## config.mk

```make
export PLATFORM = sky130hd
export DESIGN_NAME = daisy_serial_port
export DESIGN_NICKNAME = d
export VERILOG_FILES = /design/src/rtl/dsp_pkg.sv /design/src/rtl/dsp_clk_sync.sv /design/src/rtl/dsp_ctrl.sv /design/src/rtl/dsp_datapath.sv /design/src/rtl/daisy_serial_port.sv
export SDC_FILE = /design/constraint.sdc
export NUM_CORES = 1
export LEC_CHECK = 0
export BUFFER_PORTS_ARGS = -buffer_cell sky130_fd_sc_hd__buf_2
export CAP_MARGIN = 15
export CORE_UTILIZATION = 55
export CTS_BUF_LIST = sky130_fd_sc_hd__clkbuf_4 sky130_fd_sc_hd__clkbuf_8
export CTS_CLUSTER_SIZE = 28
export DETAILED_ROUTE_END_ITERATION = 12
export GPL_TIMING_DRIVEN = 0
export PLACE_DENSITY = 0.81
export SLEW_MARGIN = 5
export SYNTH_ARGS = -nofsm -noshare
export SYNTH_HDL_FRONTEND = slang
export SYNTH_SLANG_ARGS = --single-unit
```

## constraint.sdc

```tcl
create_clock -name clk -period 4.5 [get_ports clk]
set_input_delay 0.9 -clock clk [delete_from_list [all_inputs] [get_ports clk]]
set_output_delay 0.9 -clock clk [all_outputs]
set_load 0.005 [all_outputs]
```

## src/rtl/dsp_pkg.sv

```systemverilog
package dsp_pkg;

  // Strobes from control to datapath, one system-clock cycle each.
  typedef struct packed {
    logic load;     // capture a fresh result word
    logic shift;    // advance the register by one bit
    logic flagErr;  // partial read overwritten this cycle
  } strobeT;

endpackage

```

## src/rtl/dsp_clk_sync.sv

```systemverilog
module dsp_clk_sync #(
  parameter int SYNC_STAGES = 2
) (
  input  logic clk,
  input  logic rstN,
  input  logic sdClk,
  input  logic clkInv,
  output logic activeEdge
);

  logic [SYNC_STAGES-1:0] syncChain;
  logic                   lastLevel;
  logic                   riseSeen;
  logic                   fallSeen;
  logic                   syncLevel;

  assign syncLevel = syncChain[SYNC_STAGES-1];

  generate
    if (SYNC_STAGES == 1) begin : g_single
      always_ff @(posedge clk or negedge rstN) begin
        if (!rstN) syncChain <= '0;
        else       syncChain <= sdClk;
      end
    end else begin : g_multi
      always_ff @(posedge clk or negedge rstN) begin
        if (!rstN) syncChain <= '0;
        else       syncChain <= {syncChain[SYNC_STAGES-2:0], sdClk};
      end
    end
  endgenerate

  always_ff @(posedge clk or negedge rstN) begin
    if (!rstN) lastLevel <= 1'b0;
    else       lastLevel <= syncLevel;
  end

  assign riseSeen   = syncLevel & ~lastLevel;
  assign fallSeen   = ~syncLevel & lastLevel;
  assign activeEdge = clkInv ? fallSeen : riseSeen;

endmodule

```

## src/rtl/dsp_ctrl.sv

```systemverilog
module dsp_ctrl
  import dsp_pkg::*;
#(
  parameter int WORD_W = 18,
  localparam int CNT_W = $clog2(WORD_W + 1)
) (
  input  logic   clk,
  input  logic   rstN,
  input  logic   activeEdge,
  input  logic   csN,
  input  logic   convDone,
  output strobeT strb,
  output logic   rdErr
);

  localparam logic [CNT_W-1:0] LAST_CNT = CNT_W'(WORD_W);

  logic [CNT_W-1:0] bitCnt;
  logic             readOpen;

  // A read is open once at least one bit left and not all word bits have.
  assign readOpen = (bitCnt != '0) && (bitCnt < LAST_CNT);

  always_comb begin
    strb         = '0;
    strb.load    = convDone;
    strb.shift   = activeEdge && !csN && !convDone;
    strb.flagErr = convDone && readOpen;
  end

  always_ff @(posedge clk or negedge rstN) begin
    if (!rstN) begin
      bitCnt <= '0;
    end else if (strb.load) begin
      bitCnt <= '0;
    end else if (strb.shift && (bitCnt < LAST_CNT)) begin
      bitCnt <= bitCnt + 1'b1;
    end
  end

  always_ff @(posedge clk or negedge rstN) begin
    if (!rstN) rdErr <= 1'b0;
    else       rdErr <= strb.flagErr;
  end

  AST_LOAD_RESTARTS: assert property (@(posedge clk) disable iff (!rstN)
    convDone |=> (bitCnt == '0));
  AST_CS_FREEZE: assert property (@(posedge clk) disable iff (!rstN)
    (csN && !convDone) |=> $stable(bitCnt));
  AST_CNT_BOUND: assert property (@(posedge clk) disable iff (!rstN)
    bitCnt <= LAST_CNT);
  AST_ERR_PULSE: assert property (@(posedge clk) disable iff (!rstN)
    rdErr |=> !rdErr);

endmodule

```

## src/rtl/dsp_datapath.sv

```systemverilog
module dsp_datapath
  import dsp_pkg::*;
#(
  parameter int WORD_W    = 18,
  parameter int CHAIN_LEN = WORD_W,
  localparam int PAD_W    = CHAIN_LEN - WORD_W
) (
  input  logic              clk,
  input  logic              rstN,
  input  strobeT            strb,
  input  logic [WORD_W-1:0] resultIn,
  input  logic              fmtTwos,
  input  logic              sdIn,
  output logic              topBit
);

  logic [WORD_W-1:0]    fmtWord;
  logic [CHAIN_LEN-1:0] loadVal;
  logic [CHAIN_LEN-1:0] shReg;

  assign fmtWord = {resultIn[WORD_W-1] ^ fmtTwos, resultIn[WORD_W-2:0]};

  generate
    if (PAD_W == 0) begin : g_nopad
      assign loadVal = fmtWord;
    end else begin : g_pad
      assign loadVal = {fmtWord, PAD_W'(0)};
    end
  endgenerate

  always_ff @(posedge clk or negedge rstN) begin
    if (!rstN) begin
      shReg <= '0;
    end else if (strb.load) begin
      shReg <= loadVal;
    end else if (strb.shift) begin
      shReg <= {shReg[CHAIN_LEN-2:0], sdIn};
    end
  end

  assign topBit = shReg[CHAIN_LEN-1];

  AST_LOAD_TOP: assert property (@(posedge clk) disable iff (!rstN)
    strb.load |=> (topBit == ($past(resultIn[WORD_W-1]) ^ $past(fmtTwos))));
  AST_CHAIN_ENTRY: assert property (@(posedge clk) disable iff (!rstN)
    strb.shift |=> (shReg[0] == $past(sdIn)));

endmodule

```

## src/rtl/daisy_serial_port.sv

```systemverilog
module daisy_serial_port
  import dsp_pkg::*;
#(
  parameter int WORD_W      = 18,
  parameter int CHAIN_LEN   = WORD_W,
  parameter int SYNC_STAGES = 2
) (
  input  logic              clk,
  input  logic              rstN,
  input  logic              sdClk,
  input  logic              csN,
  input  logic              rdN,
  input  logic              sdIn,
  input  logic              clkInv,
  input  logic              fmtTwos,
  input  logic [WORD_W-1:0] resultIn,
  input  logic              convDone,
  output logic              sdOut,
  output logic              rdErr
);

  strobeT strb;
  logic   activeEdge;
  logic   topBit;

  dsp_clk_sync #(.SYNC_STAGES(SYNC_STAGES)) u_sync (
    .clk       (clk),
    .rstN      (rstN),
    .sdClk     (sdClk),
    .clkInv    (clkInv),
    .activeEdge(activeEdge)
  );

  dsp_ctrl #(.WORD_W(WORD_W)) u_ctrl (
    .clk       (clk),
    .rstN      (rstN),
    .activeEdge(activeEdge),
    .csN       (csN),
    .convDone  (convDone),
    .strb      (strb),
    .rdErr     (rdErr)
  );

  dsp_datapath #(.WORD_W(WORD_W), .CHAIN_LEN(CHAIN_LEN)) u_dp (
    .clk     (clk),
    .rstN    (rstN),
    .strb    (strb),
    .resultIn(resultIn),
    .fmtTwos (fmtTwos),
    .sdIn    (sdIn),
    .topBit  (topBit)
  );

  assign sdOut = (!csN && !rdN) ? topBit : 1'b0;

  AST_LOAD_NOT_SHIFT: assert property (@(posedge clk) disable iff (!rstN)
    convDone |-> !strb.shift);

endmodule

```

Yosys cells after proc, flatten, opt, wreduce, memory -nomap -nowiden
Cells that the tools add are included.
Word-level totals
  register bits: 27
  output and inout bits: 2
  word-level logic and storage cells: 30
Cells by class
  $add $sub $neg: 1
  order comparisons: 1
  mux-type cells: 6
  bitwise logic cells: 5
  reductions and logical operators: 12
Operator list (count)
  $mux 18: 2
  $mux 5: 2
  $logic_and 1x1->1: 6
  $add 5x1->5 const B: 1
  $lt 5x5->1 const B: 1
  $reduce_bool 5->1: 1
  $reduce_bool 2->1: 2
  $logic_not 1->1: 3
  $and 1x1->1: 2
  $mux 1: 2
  $not 1->1: 2
  $xor 1x1->1: 1

Logic depth before layout (Yosys ltp)
Gate-level depths: netlist of run 1.
  depth after elaboration: 8
  gate-level depth with buffers: 5

Modules after synthesis
A second synthesis of run 1 with hierarchy kept.
Second synthesis, totals
  cell total of the unflattened synthesis: 120
  area, all modules: 1290.0 um^2
Modules (own cells, without submodules)
  dsp_datapath: instances 1, cells each 78, area each 848.3 um^2, seq. area each 450.4 um^2
  dsp_ctrl: instances 1, cells each 35, area each 331.6 um^2, seq. area each 150.1 um^2
  dsp_clk_sync: instances 1, cells each 6, area each 97.6 um^2, seq. area each 75.1 um^2
  daisy_serial_port: instances 1, cells each 1, area each 12.5 um^2, seq. area each 0.0 um^2

Least setup slack after synthesis of run 1
No wires, ideal clock.
  path kind: input port to flip-flop
  start: in csN
  end: reg u_ctrl.bitCnt[3]
  arrival: 2216 ps
  data required time: 4372 ps
  slack: 2156 ps
  cell stages on the path: 4
  cells stage by stage: or4bb_1 > buf_6 > a2111oi_4 > mux2_1
On the way
  cells in the longest elaborated chain, start to end: 5
RTL lines
  start: declaration: RTL line daisy_serial_port.sv:11  | input logic csN,
  $logic_not 1->1: RTL line dsp_ctrl.sv:27  | strb.shift = activeEdge && !csN && !convDone;
  $logic_and 1x1->1 (2 in a row): RTL line dsp_ctrl.sv:27
  $logic_and 1x1->1: RTL line dsp_ctrl.sv:36  | end else if (strb.shift && (bitCnt < LAST_CNT)) begin
  $reduce_bool 2->1 (no source line)
  end signal: assignment: RTL line dsp_ctrl.sv:37  | bitCnt <= bitCnt + 1'b1;
  end: declaration: RTL line dsp_ctrl.sv:18  | logic [CNT_W-1:0] bitCnt;
Every way passes these cells.
A chain may end at the register's enable or synchronous reset.

Final worst setup path of run 1
  start: in csN
  end: reg u_dp.shReg[3]
On the way
  cells in the longest elaborated chain, start to end: 4
RTL lines
  $logic_not 1->1: RTL line dsp_ctrl.sv:27
  $logic_and 1x1->1 (2 in a row): RTL line dsp_ctrl.sv:27
  $reduce_bool 2->1 (no source line)
  end signal: assignment: RTL line dsp_datapath.sv:35  | shReg <= loadVal;
  end signal: assignment: RTL line dsp_datapath.sv:37  | shReg <= {shReg[CHAIN_LEN-2:0], sdIn};
  end: declaration: RTL line dsp_datapath.sv:19  | logic [CHAIN_LEN-1:0] shReg;
Every way passes these cells.

==> reports/qor.yml, run 1 <==
dieArea_um2: 2830
dpl.hpwl_um: 2290
fmax_mhz: 446
numCtsBuffers: 3
cts_buffer_depth: 2
peakVddDrop_uv: 215
clockRootBuffer: "clkbuf_4"
final_cell_mix: "buf_2 (28), dfrtp_1 (27), a21oi_1 (17)"
ys_warn_count: 0
finalNonFillerCells: 207
cp.required_ns: 4.73
fin_crit_ns: 2.24
outcome: "finished clean"
row_count: 18
ios: 29
synth_edf_count: 0
grt_use_total_pct: 25.7
clkSlewWorstSetupHoldPaths_ns: 0.16
tightest_slew_ns: 0.582
initialDrtViolationCount: 45
worstHoldPathType: "reg -> reg"
postRouteAntennaNets: 0
grt_max_degree: 28
fp.dieW_um: 53.2
finalSetupTns_ns: 0
wl_um: 3250
chipHeight_um: 53.2
synth_fp_nets: 175
worstRegToRegCells: 4
slew_violations: 0
ys_seq_area_share_pct: 46.9
post_cts_buffers: 0
syn_area_um2: 1440
core-area_um2: 2480
regArea_um2: 676
hold_viol: 0
htreeDepth: 1
avgViaCountPerCell: 6.13
cts_tree: "built"
syn_avg_cell_area_um2: 9.87
dr_total_vias: 1268
crit_type: "in -> reg"
synth_flop_cell: "dfrtp_1"
grt_pass1_vias: 1187
end_kind: "register"
grt_antenna_before_repair: 0
clk_latency_ns: 0.34
start_util_pct: 58.2
fill_cells: 205
utilization_pct: 66.3
max-cap-violations: 0
final_nets: 207
startpoint_type: "input port"
routabilityCongestion: 0.804
drc_errors: 0
layout_commonest_cell: "buf_2"
worstPathArrival_ns: 2.47
synth_seq_cells: 27
place.port_buffers: 27
synthDistinctLibCells: 32
overflow: 0
async_reset_ff_share_pct: 100
path_max_fanout: 10
min_period_over_period_pct: 49.9
p_per_area_nw_per_um2: 276
drive_above_1_share_pct: 19.8
wire_per_inst_um: 15.7
grt_pass1_wl_um: 5140
p_total_uw: 452
leakage_nw: 0.795
cts-resized-gates: 0
multi_input_area_um2: 689
hold_depth: 0
drt-pass1-iter-count: 4
diodes: 0
cts-hold-fix-buffers: 0
rsz0062_at_grt: "no"
final.setup_skew_ns: 0.0123
netlist_instances: 146
numPlacedInstances: 203
relSlewSlack_pct: 61.2
setup_viol_count_final: 0
clock-sinks: 27
syn2layout_area_growth_pct: 13.9
[cell type report]
type                    instances  share of cell area [%]
plain buffers                  13                    3.51
clock buffers                   3                    1.37
clock inverters                 1                   0.305
inverters                       5                    1.14
multi-input cells             101                    42.0
flip-flops and latches         27                    41.2
well taps                      30                    2.29
repair buffers                 27                    8.23
[per-stage QoR]
stage / instance area, um2 / hold WS (ns) / worst slack, ns
2_1_floorplan: 1440 / 0.331 / 2.16
6_report: 1640 / 0.376 / 2.26
4_1_cts: 1640 / 0.377 / 2.29
5_1_grt: 1640 / 0.401 / 2.20
3_3_place_gp: 1610 / 0.337 / 1.99
3_5_place_dp: 1610 / 0.343 / 1.92
[power breakdown]
| part | internal (mW) | switching (mW) | total, mW |
|---|---|---|---|
| Clock | 0.0335 | 0.0755 | 0.109 |
| Combinational | 0.0349 | 0.0394 | 0.0743 |
| Sequential | 0.262 | 0.00710 | 0.269 |
| Total | 0.330 | 0.122 | 0.452 |
[flip-flops by register name, summed over array words and instances (netlist names)]
register / cells
u_sync.lastLevel: 1
u_dp.shReg: 18
u_sync.syncChain: 2
u_ctrl.bitCnt: 5
u_ctrl.rdErr: 1
[kinds of logic after synthesis]
kind of cell             after synthesis  synth area share, %
AND/OR/NAND/NOR                       50                 19.9
AO/OA/AOI/OAI                         46                 24.0
buffers and inverters                 18                 5.29
flip-flops                            27                 46.9
adder cells (fa/ha/maj)                2                 1.74
multiplexers                           2                 1.56
XOR/XNOR                               1                0.608
[cell usage after synthesis (2+ instances only)]
cell type / count / area, um2
a211o_1: 13 / 114
o21ai_0: 4 / 20.0
a221o_1: 4 / 40.0
a21oi_1: 17 / 85.1
dfrtp_1: 27 / 676
nor2_1: 5 / 18.8
nor2b_1: 4 / 25.0
ha_1: 2 / 25.0
nand2b_1: 16 / 100
inv_1: 5 / 18.8
nand2_1: 3 / 11.3
nor3_1: 16 / 80.1
clkbuf_1: 11 / 41.3
[path summary, 6_finish.rpt]
kind,startpoint,endpoint,slack [ns]
max,csN,u_dp.shReg[3],2.26
max in group asynchronous,rstN,u_dp.shReg[12],3.57
min reg2reg,u_sync.syncChain[0],u_sync.syncChain[1],0.38
min,u_sync.syncChain[0],u_sync.syncChain[1],0.38
min in group asynchronous,rstN,u_sync.syncChain[1],0.53
max reg2reg,u_sync.lastLevel,u_dp.shReg[3],2.51
[worst max-delay path, cell delays in order]
cell and delay [ns]:
buf_2 0.12, nor4b_1 0.51, clkbuf_1 0.46, nor2_1 0.17
a221o_1 0.31
[metal layers]
metal / vias to the layer above / routed length [um] / global-route usage (%)
met5: - / 0 / 0
met4: 0 / 82 / 12.3
met3: 11 / 166 / 3.16
met2: 53 / 1590 / 43.7
met1: 606 / 1410 / 32.0
li1: 598 / - / -
Note: power is estimated with default switching activity, not from simulation.
==> run 2: changes to the inputs <==
CORE_UTILIZATION = 51   (was 55)
PLACE_DENSITY = 0.79   (was 0.81)
clock period = 1.9 ns   (was 4.5 ns; I/O delays follow)
==> reports/qor.yml, run 2 (synthesis gave the netlist of run 1 again) <==
fmax_mhz: 541
drive_above_1_share_pct: 24.0  # was 19.8%
worstPathArrival_ns: 2.08  # was 2.47 ns
clk_latency_ns: 0.33  # was 0.34 ns
crit_path_max_incr_delay_ns: 0.49  # was 0.51 ns
cts-hold-fix-buffers: 0  # unchanged
chipHeight_um: 55.2  # was 53.2 um
row_count: 18  # unchanged
clkSlewWorstSetupHoldPaths_ns: 0.15  # was 0.16 ns
reg_top3: "u_dp.shReg (18), u_ctrl.bitCnt (5), u_sync.syncChain (2)"  # unchanged
drt-pass1-iter-count: 4  # unchanged
fin_crit_ns: 1.85
dieArea_um2: 3040  # was 2830 um2
start_util_pct: 56.1  # was 58.2%
htreeDepth: 1  # unchanged
leakage_nw: 0.819  # was 0.795 nW
syn2layout_area_growth_pct: 16.4  # was 13.9%
final.setup_skew_ns: 0.00752  # was 0.0123 ns
avgViaCountPerCell: 6.04  # was 6.13
hold_viol: 0  # unchanged
fill_cells: 230  # was 205
grt_antenna_before_repair: 0  # unchanged
worstRegToRegCells: 4  # unchanged
wire_per_inst_um: 15.2  # was 15.7 um
relSlewSlack_pct: 59.9  # was 61.2%
r2r_slack_ns: 0.05  # was 2.51 ns
dpl.hpwl_um: 2220  # was 2290 um
rsz0062_at_grt: "no"  # unchanged
worstPathCellList: "or4b_1 > buf_6 > a2111oi_4 > mux2_4"  # was buf_2 > nor4b_1 > clkbuf_1 > nor2_1 > a221o_1
largest_reg_flops: 18  # unchanged
utilization_pct: 65.4  # was 66.3%
dr_total_vias: 1263  # was 1268
max-cap-violations: 0  # unchanged
numCtsBuffers: 3  # unchanged
final_nets: 209  # was 207
postRouteAntennaNets: 0  # unchanged
end_kind: "register"  # unchanged
finalSetupTns_ns: 0  # unchanged
cts_tree: "built"  # unchanged
slew_violations: 0  # unchanged
finalNonFillerCells: 209  # was 207
cp.required_ns: 2.13  # was 4.73 ns
drc_errors: 0  # unchanged
grt_max_degree: 28  # unchanged
tightest_slew_ns: 0.602  # was 0.582 ns
p_per_area_nw_per_um2: 642  # was 276 nW/um2
min_period_over_period_pct: 97.3
wl_um: 3190  # was 3250 um
grt_pass1_vias: 1131  # was 1187
clock-sinks: 27  # unchanged
core-area_um2: 2570  # was 2480 um2
path_max_fanout: 4  # was 10
placed_cell_area_um2: 1610  # unchanged
ios: 29  # unchanged
overflow: 0  # unchanged
post-place-ws_ns: -0.121  # was 1.92 ns
final_cell_mix: "buf_2 (27), dfrtp_1 (27), a21oi_1 (17)"  # was buf_2 (28), dfrtp_1 (27), a21oi_1 (17)
timing.critical_path.buf_inv: 1  # was 2
design_area_um2: 1680  # was 1640 um2
crit_type: "reg -> reg"  # was in -> reg
setup_viol_count_final: 0  # unchanged
routabilityCongestion: 0.846  # was 0.804
place.port_buffers: 27  # unchanged
p_total_mw: 1.08  # was 452 uW
peakVddDrop_uv: 558  # was 215 uV
startpoint_type: "register"  # was input port
grt_use_total_pct: 23.4  # was 25.7%
numPlacedInstances: 203  # unchanged
hold_ws_ns: 0.0278  # was 0.376 ns
diodes: 0  # unchanged
cp_top_family: "simple AND/OR/NAND/NOR gates"  # unchanged
r2r-start: "u_sync.lastLevel"  # unchanged
outcome: "finished clean"  # unchanged
worstReg2RegEnd: "u_ctrl.bitCnt[3]"  # was u_dp.shReg[3]
grt_pass1_wl_um: 4950  # was 5140 um
fp.dieW_um: 55.2  # was 53.2 um
layout_setup_ws_ns: 0.0504  # was 2.26 ns
clockRootBuffer: "clkbuf_4"  # unchanged
slowest_stage: "or4b_1"  # was nor4b_1
regMostFlops: "u_dp.shReg"  # unchanged
worstHoldPathType: "in -> async"  # was reg -> reg
initialDrtViolationCount: 24  # was 45
cts_buffer_depth: 2  # unchanged
run 2: changes by cell type in the layout (fill, tap and decap cells not counted), sizes merged:
cell | previous run | this run
buf | 29 | 32
clkbuf | 14 | 13
clkinv | 1 | 0
clkinvlp | 0 | 1
run 2: worst max-delay path by stage:
stage,cells past startpoint,start,slack [ns],to
2_1_floorplan,4,csN,0.08,u_ctrl.bitCnt[3]
3_3_place_gp,5,csN,-0.09,u_ctrl.bitCnt[3]
3_5_place_dp,5,csN,-0.12,u_dp.shReg[16]
4_1_cts,4,u_sync.lastLevel,0.01,u_ctrl.bitCnt[3]
5_1_grt,4,u_sync.syncChain[1],0.02,u_ctrl.bitCnt[3]
6_report,4,u_sync.lastLevel,0.05,u_ctrl.bitCnt[3]
run 2: power breakdown:
part,internal (mW),switching [mW]
registers,0.621,0.0169
clock network,0.0807,0.180
logic,0.0854,0.0929
run 2: what timing repair did:
item | in CTS | in global routing
endpoints found under the setup margin | 4 | 10
buffers inserted | 3 | 0
gates resized for setup | 5 | 4
hold endpoints to repair | 0 | 0
pin swaps | 1 | 1
run 2: per-layer routing:
metal / global-route usage (%) / up-vias / routed length (um)
met2: 39.0 / 41 / 1550
met3: 3.01 / 5 / 151
met5: 0 / - / 0
li1: - / 604 / -
met4: 8.75 / 0 / 45
met1: 30.8 / 613 / 1440
run 2: area by class of cell:
class | instances | area, um2 | share of cell area (%)
clock buffer | 3 | 22.5 | 1.34
timing repair buffer | 30 | 158 | 9.40
inverter | 5 | 18.8 | 1.12
buffer | 12 | 65.1 | 3.88
clock inverter | 1 | 7.51 | 0.447
multi-input combinational | 101 | 693 | 41.3
tap | 30 | 37.5 | 2.24
sequential | 27 | 676 | 40.3
